`src/rtl/rtg_pkg.sv`:
```
package rtg_pkg;
    localparam int unsigned TAG_W_DEF    = 4;
    localparam int unsigned SEED_W_DEF   = 16;
    localparam int unsigned PTR_W_DEF    = 64;
    localparam int unsigned TAG_LSB_DEF  = 56;
    localparam int unsigned STEPS_DEF    = 4;
    localparam int unsigned SEED_LSB     = 8;
    localparam logic [15:0] TAPS_DEF     = 16'h002D;
    localparam logic [15:0] SEED_FALLBACK = 16'h0001;
endpackage

```
`src/rtl/rtg_lfsr.sv`:
```
module rtg_lfsr #(
    parameter int unsigned SEED_W = 16,
    parameter int unsigned STEPS  = 4,
    parameter logic [SEED_W-1:0] TAPS = 16'h002D
) (
    input  logic [SEED_W-1:0] seed_i,
    output logic [SEED_W-1:0] seed_o,
    output logic [STEPS-1:0]  offset_o
);
    logic [STEPS:0][SEED_W-1:0] chain;

    assign chain[0] = seed_i;

    for (genvar g = 0; g < STEPS; g++) begin : g_step
        assign chain[g+1]  = {^(chain[g] & TAPS), chain[g][SEED_W-1:1]};
        assign offset_o[g] = chain[g+1][0];
    end

    assign seed_o = chain[STEPS];
endmodule

```
`src/rtl/rtg_tag_search.sv`:
```
module rtg_tag_search #(
    parameter int unsigned TAG_W = 4,
    parameter int unsigned OFS_W = 4
) (
    input  logic [(1<<TAG_W)-1:0] excl_i,
    input  logic [TAG_W-1:0]      start_i,
    input  logic [OFS_W-1:0]      offset_i,
    output logic [TAG_W-1:0]      tag_o
);
    localparam int unsigned NTAGS  = 1 << TAG_W;
    localparam int unsigned NHOPS  = 1 << OFS_W;

    // First permitted tag at or after (tag + skip), wrapping.
    function automatic logic [TAG_W-1:0] next_ok(
        input logic [TAG_W-1:0] tag,
        input logic [NTAGS-1:0] excl,
        input logic             skip
    );
        logic [TAG_W-1:0] res;
        logic [TAG_W-1:0] cand;
        logic             found;
        res   = tag;
        found = 1'b0;
        for (int k = 0; k < NTAGS; k++) begin
            cand = tag + TAG_W'(k) + TAG_W'(skip);
            if (!found && !excl[cand]) begin
                res   = cand;
                found = 1'b1;
            end
        end
        return res;
    endfunction

    always_comb begin
        logic [TAG_W-1:0] t;
        if (&excl_i) begin
            t = '0;
        end else begin
            t = next_ok(start_i, excl_i, 1'b0);
            for (int s = 1; s < NHOPS; s++) begin
                if (s <= int'(offset_i)) t = next_ok(t, excl_i, 1'b1);
            end
        end
        tag_o = t;
    end
endmodule

```
`src/rtl/rand_tag_gen.sv`:
```
module rand_tag_gen
    import rtg_pkg::*;
#(
    parameter int unsigned TAG_W   = TAG_W_DEF,
    parameter int unsigned SEED_W  = SEED_W_DEF,
    parameter int unsigned PTR_W   = PTR_W_DEF,
    parameter int unsigned TAG_LSB = TAG_LSB_DEF,
    parameter int unsigned STEPS   = STEPS_DEF,
    parameter logic [SEED_W-1:0] TAPS = TAPS_DEF,
    localparam int unsigned NTAGS   = 1 << TAG_W,
    localparam int unsigned STATE_W = SEED_LSB + SEED_W
) (
    input  logic               clk,
    input  logic               rst_n,
    input  logic               req_i,
    input  logic [NTAGS-1:0]   op_excl_i,
    input  logic [NTAGS-1:0]   ctrl_excl_i,
    input  logic               reseed_en_i,
    input  logic [SEED_W-1:0]  entropy_i,
    input  logic [PTR_W-1:0]   ptr_i,
    output logic [PTR_W-1:0]   ptr_o,
    output logic               done_o,
    output logic [STATE_W-1:0] state_o
);
    localparam int unsigned GAP_W = SEED_LSB - TAG_W;

    typedef struct packed {
        logic [TAG_W-1:0]  tag;
        logic [SEED_W-1:0] seed;
        logic [PTR_W-1:0]  ptr;
        logic              done;
    } regs_t;

    regs_t regs_d, regs_q;

    logic [SEED_W-1:0] seed_src;
    logic [SEED_W-1:0] seed_next;
    logic [STEPS-1:0]  offset;
    logic [NTAGS-1:0]  excl_eff;
    logic [TAG_W-1:0]  tag_next;

    always_comb begin
        excl_eff = op_excl_i | ctrl_excl_i;
        seed_src = regs_q.seed;
        if (regs_q.seed == '0 && reseed_en_i) begin
            seed_src = (entropy_i == '0) ? SEED_W'(SEED_FALLBACK) : entropy_i;
        end
    end

    rtg_lfsr #(.SEED_W(SEED_W), .STEPS(STEPS), .TAPS(TAPS)) u_lfsr (
        .seed_i   (seed_src),
        .seed_o   (seed_next),
        .offset_o (offset)
    );

    rtg_tag_search #(.TAG_W(TAG_W), .OFS_W(STEPS)) u_search (
        .excl_i   (excl_eff),
        .start_i  (regs_q.tag),
        .offset_i (offset),
        .tag_o    (tag_next)
    );

    always_comb begin
        regs_d      = regs_q;
        regs_d.done = 1'b0;
        if (req_i) begin
            regs_d.tag  = tag_next;
            regs_d.seed = seed_next;
            regs_d.ptr  = ptr_i;
            regs_d.ptr[TAG_LSB +: TAG_W] = tag_next;
            regs_d.done = 1'b1;
        end
    end

    always_ff @(posedge clk or negedge rst_n) begin
        if (!rst_n) regs_q <= '0;
        else        regs_q <= regs_d;
    end

    assign ptr_o   = regs_q.ptr;
    assign done_o  = regs_q.done;
    assign state_o = {regs_q.seed, {GAP_W{1'b0}}, regs_q.tag};


    done_follows_req_chk: assert property (@(posedge clk) disable iff (!rst_n)
        req_i |=> done_o);

    done_single_chk: assert property (@(posedge clk) disable iff (!rst_n)
        !req_i |=> !done_o);

    state_hold_chk: assert property (@(posedge clk) disable iff (!rst_n)
        !req_i |=> $stable(state_o));

    state_gap_chk: assert property (@(posedge clk) disable iff (!rst_n)
        state_o[SEED_LSB-1:TAG_W] == '0);

    all_excl_chk: assert property (@(posedge clk) disable iff (!rst_n)
        (req_i && &(op_excl_i | ctrl_excl_i)) |=> state_o[TAG_W-1:0] == '0);

    tag_permitted_chk: assert property (@(posedge clk) disable iff (!rst_n)
        (req_i && !(&(op_excl_i | ctrl_excl_i)))
        |=> !$past(op_excl_i | ctrl_excl_i)[state_o[TAG_W-1:0]]);

    ptr_low_chk: assert property (@(posedge clk) disable iff (!rst_n)
        req_i |=> ptr_o[TAG_LSB-1:0] == $past(ptr_i[TAG_LSB-1:0]));

    ptr_tag_chk: assert property (@(posedge clk) disable iff (!rst_n)
        req_i |=> ptr_o[TAG_LSB +: TAG_W] == state_o[TAG_W-1:0]);
endmodule

```
`config.mk`:
```
export PLATFORM = sky130hd
export DESIGN_NAME = rand_tag_gen
export DESIGN_NICKNAME = d
export VERILOG_FILES = /design/src/rtl/rtg_pkg.sv /design/src/rtl/rtg_lfsr.sv /design/src/rtl/rtg_tag_search.sv /design/src/rtl/rand_tag_gen.sv
export SDC_FILE = /design/constraint.sdc
export NUM_CORES = 2
export LEC_CHECK = 0
export ABC_AREA = 1
export CORE_AREA = 2 2 402 324
export DETAILED_ROUTE_END_ITERATION = 8
export DIE_AREA = 0 0 404 326
export DONT_BUFFER_PORTS = 1
export MAX_ROUTING_LAYER = met4
export SYNTH_ARGS = -nofsm -noshare
export SYNTH_HDL_FRONTEND = slang
export SYNTH_HIERARCHICAL = 1
export SYNTH_SLANG_ARGS = --single-unit
```
`constraint.sdc`:
```
create_clock -name clk -period 61.9 [get_ports clk]
set_input_delay 9.285 -clock clk [delete_from_list [all_inputs] [get_ports clk]]
set_output_delay 9.285 -clock clk [all_outputs]
set_load 0.02 [all_outputs]
```
* Yosys cells after proc, flatten, opt, wreduce, memory -nomap -nowiden *
Index checks and enable logic that the tools add are counted.

cells by class
  bitwise operators = 1
  add/sub/neg operators = 465
  reductions and logical operators = 728
  muxes and demuxes = 1506
  $lt $le $gt $ge = 271

operators with widths
  operator                                                                       count
  4-bit by 5-bit less-than comparator with 1-bit output (second input constant)  256
  4-bit two-way mux                                                              286
  1-bit binary-select mux with 4-bit select                                      256
  4-bit by 1-bit adder with 4-bit output (second input constant)                 241
  1-bit two-way mux                                                              962
  4-bit adder (second input constant)                                            128
  1-bit logical NOT                                                              480
  4-bit by 3-bit adder with 4-bit output (second input constant)                 64
  1-bit logical AND                                                              241
  4-bit by 2-bit adder with 4-bit output (second input constant)                 32
  16-bit XOR reduction                                                           4
  4-bit <= comparator (first input constant)                                     8
  16-bit logical NOT                                                             2
  16-bit two-way mux                                                             2
  3-bit by 4-bit <= comparator with 1-bit output (first input constant)          4
  16-bit OR                                                                      1
  16-bit AND reduction                                                           1
  2-bit by 4-bit <= comparator with 1-bit output (first input constant)          2
  1-bit by 4-bit <= comparator with 1-bit output (first input constant)          1

storage, ports and cells
  output and inout bits = 89
  logic and storage cells = 2975
  bits of input ports = 116
  register bits after elaboration = 85

* Depth between registers and ports, before layout *
  depth in word-level cells = 1280
  mapped depth = 483

* Cells and area by module *
The synthesis kept the hierarchy.

by module, submodules not included
  module          area an instance (sq um)  cells an instance  seq. area each (sq um)  times used
  rtg_tag_search  41908.9                   7147               0.0                     1
  rand_tag_gen    3444.6                    293                2026.9                  1
  rtg_lfsr        370.4                     77                 0.0                     1

* Worst setup path after synthesis *
No wires, ideal clock.

  path type = input-to-reg
  start point = input port ctrl_excl_i[7]
  end point = register regs_q[57] (netlist: ptr_o[56])
  data required time = 61.775 ns
  slack = 9.248 ns
  path buffers = 29
  arrival time = 52.527 ns
  setup time = 0.125 ns
  stages = 352
  path through = or2_2 > buf_8 > nand2_2 > nand3_1 > nand3_1 > nand3_1 > nand2_4 > nor2_4 > nand4_4 > nor2_8 > nand4_2 > nor2_4 > nand3_2 > inv_2 > nand2_2 > nor2_2 > nand4_1 > nand2_4 > [316 not listed] > nand2_1 > nand2_2 > nand2_4 > nor2_4 > nand3_4 > nor2_8 > nand3_4 > inv_2 > nand2_2 > nor2_4 > nand2_4 > nor3_2 > nand3b_4 > o21ai_0 > nand3_1 > nand2_1 > nor2_1 > mux2_2

RTL lines
  item                  RTL line            text
  start, declared       rand_tag_gen.sv:17  input logic [NTAGS-1:0] ctrl_excl_i,
  end signal, assigned  rand_tag_gen.sv:77  else regs_q <= regs_d;
  end, declared         rand_tag_gen.sv:34  regs_t regs_d, regs_q;

==> flow_summary_export.csv <==
group,metric,value,unit
drt,drt_iter0_drc,4475,
worst_setup_path,critPathBufInv,50,
cts,cts.sinks,81,
cts,clock-root-buffer,"clkbuf_16",
die,fp.dieW,404,um
drt,first_pass_iters,9,
worst_setup_path,slowest_delay,0.49,ns
yosys,synth-main-ff-cell,"dfrtp_1",
die,start_util,0.357,
finish,final_common_cell,"nand2_1",
global_routing,overflow,0,
drt,antenna_left,0,
worst_setup_path,cp.required,62.13,ns
yosys,async_reset_ff_frac,1.00,
worst_setup_path,slowest_stage,"ha_4",
placed_design,port_buffers,0,
sta,max_freq,17.3,MHz
worst_setup_path,worstPathMaxFanout,31,
flow_run,drv_cap,0,
global_routing,grt_use_total,0.234,
yosys,netlist_area,45700,um^2
yosys,yosysWarningCount,6,
finish,antennaDiodeCount,0,
sta,max_slew_margin,0.272,
sta,fin_hold_ws,0.509,ns
global_routing,grt_pass1_vias,44800,
placed_design,gp_congestion,0.986,
drt,route.detailed.drc,0,
cts,cts_tree,"built",
drt,vias_per_cell,5.09,
cts,htree_levels,3,
yosys,yosysSeqAreaShare,0.0443,
min_path,hp-class,"reg2reg",
worst_setup_path,end_kind,"flip-flop",
sta,fin_ws,3.97,ns
cts,cts.clk_slew.worst_paths,0.06,ns
die,io-pin-count,205,
cts,numCtsBuffers,9,
worst_setup_path,worstPathArrival,58.16,ns
placed_design,post-place-ws,1.36,ns
die,row_count,118,
sta,min_period,57.93,ns
worst_setup_path,cp_top_family,"simple AND/OR/NAND/NOR gates",
worst_setup_path,crit_top_cell,"nand2_1",
yosys,synth_cell_types,97,
cts,insertion_delay,0.34,ns
global_routing,grt_max_degree,98,
yosys,ys_seq_elements,81,
drt,dr_total_vias,49600,
drt,wirelength,156,mm
finish,drive_above_1_share,0.317,
sta,worst_pin_slew,1.08,ns
drt,wl_per_cell,16.0,um
finish,area_growth_syn_to_layout,11.8,%
yosys,synth.avg_cell_area,6.08,um^2
sta,setup_viol,0,
worst_setup_path,start_kind,"input port",
global_routing,antenna_found_initial,0,
die,dieArea,132000,um^2
placed_design,dpl.hpwl,124,mm
global_routing,grt_pass1_wl,246,mm
cts,hold_buffers,0,
die,die_height,326,um
finish,final_cell_mix,"nand2_1 (2619), nand3_1 (993), buf_4 (776)",
sta,slew_violations,0,
sta,finalHoldViolCount,0,
finish,nets,8289,
placed_design,dp_cells,9710,
die,core,128000,um^2
sta,finalCritPeriodShare,0.936,
sta,finalClockSkew,0.00716,ns
worst_setup_path,criticalPathCategory,"in2reg",
yosys,synth_edf_count,0,
outcome,status,"completed",
yosys,synthCells,7517,
cts,clock_path_buffers,2,
finish,instances_no_fill,9746,
-- cell type report --
class                   count  area [um^2]
clock buffers              11          243
clock inverters             4         52.6
fillers                 13900        77000
inverters                 914         4230
multi-input cells        6272        36500
flip-flops and latches     81         2030
well taps                1680         2100
repair buffers            784         5970
-- final timing paths --
path / from / end / slack (ns) / depth (start not counted)
worst max-delay path: ctrl_excl_i[8] / ptr_o[57] / 3.97 / 334
worst min-delay path: ptr_o[58] / ptr_o[58] / 0.51 / 1
worst max register to register: ptr_o[56] / ptr_o[57] / 11.30 / 335
worst min register to register: ptr_o[58] / ptr_o[58] / 0.51 / 1
max in group asynchronous: rst_n / ptr_o[11] / 53.15 / 0
min in group asynchronous: rst_n / state_o[11] / 8.64 / 0
-- kinds of logic after synthesis --
| group | after synthesis | synth area share |
|---|---|---|
| buffers and inverters | 1168 | 0.160 |
| xor gates and xnor gates | 92 | 0.0229 |
| adders and majority gates | 111 | 0.0304 |
| AOI/OAI and AO/OA | 625 | 0.0897 |
| DFF | 81 | 0.0443 |
| muxes | 68 | 0.0169 |
| other | 1 | 0.0000820 |
| and+or+nand+nor | 5371 | 0.635 |
-- layer usage --
| layer | GRT usage | vias to the layer above | wire (um) |
|---|---|---|---|
| met5 | - | - | 0 |
| met1 | 0.341 | 22700 | 75900 |
| met4 | 0.0467 | 0 | 3110 |
| met2 | 0.349 | 1657 | 65600 |
| li1 | - | 25100 | - |
| met3 | 0.0212 | 179 | 11600 |
-- stage by stage --
| step | utilization | setup TNS (ns) | area, um^2 |
|---|---|---|---|
| 2_1_floorplan | - | 0 | 45700 |
| 4_1_cts | 0.396 | 0 | 50800 |
| 5_1_grt | 0.399 | -0.0673 | 51100 |
| 3_3_place_gp | 0.394 | 0 | 50500 |
| 6_report | 0.399 | 0 | 51100 |
| 3_5_place_dp | 0.394 | 0 | 50500 |
-- cell usage after synthesis (all sizes together) (31+ instances only) --
cell | instances | area, um^2
xor2 | 62 | 674
clkbuf | 75 | 953
dfrtp | 81 | 2030
inv | 830 | 3350
clkinv | 53 | 268
nand2 | 3483 | 17000
bufinv | 31 | 568
nand3 | 1131 | 6640
nor2 | 465 | 2770
nand4 | 175 | 1680
mux2 | 65 | 732
a31oi | 31 | 243
buf | 172 | 2050
a21oi | 100 | 591
ha | 111 | 1390
or2 | 44 | 288
o21ai | 421 | 2620
-- state kept, by name (all words and copies together), names as in the netlist --
name	count
done_o	1
ptr_o	64
state_o	16
-- what timing repair did --
action | 4_1_cts | 5_1_grt
setup buffers | 0 | 20
setup endpoints to repair | 0 | 4
hold endpoints to repair | 0 | 0
resized for setup | 0 | 35
Power is left out: the tool's default activity adds up to more than one toggle a clock period on the data nets, which glitch-free logic cannot reach.
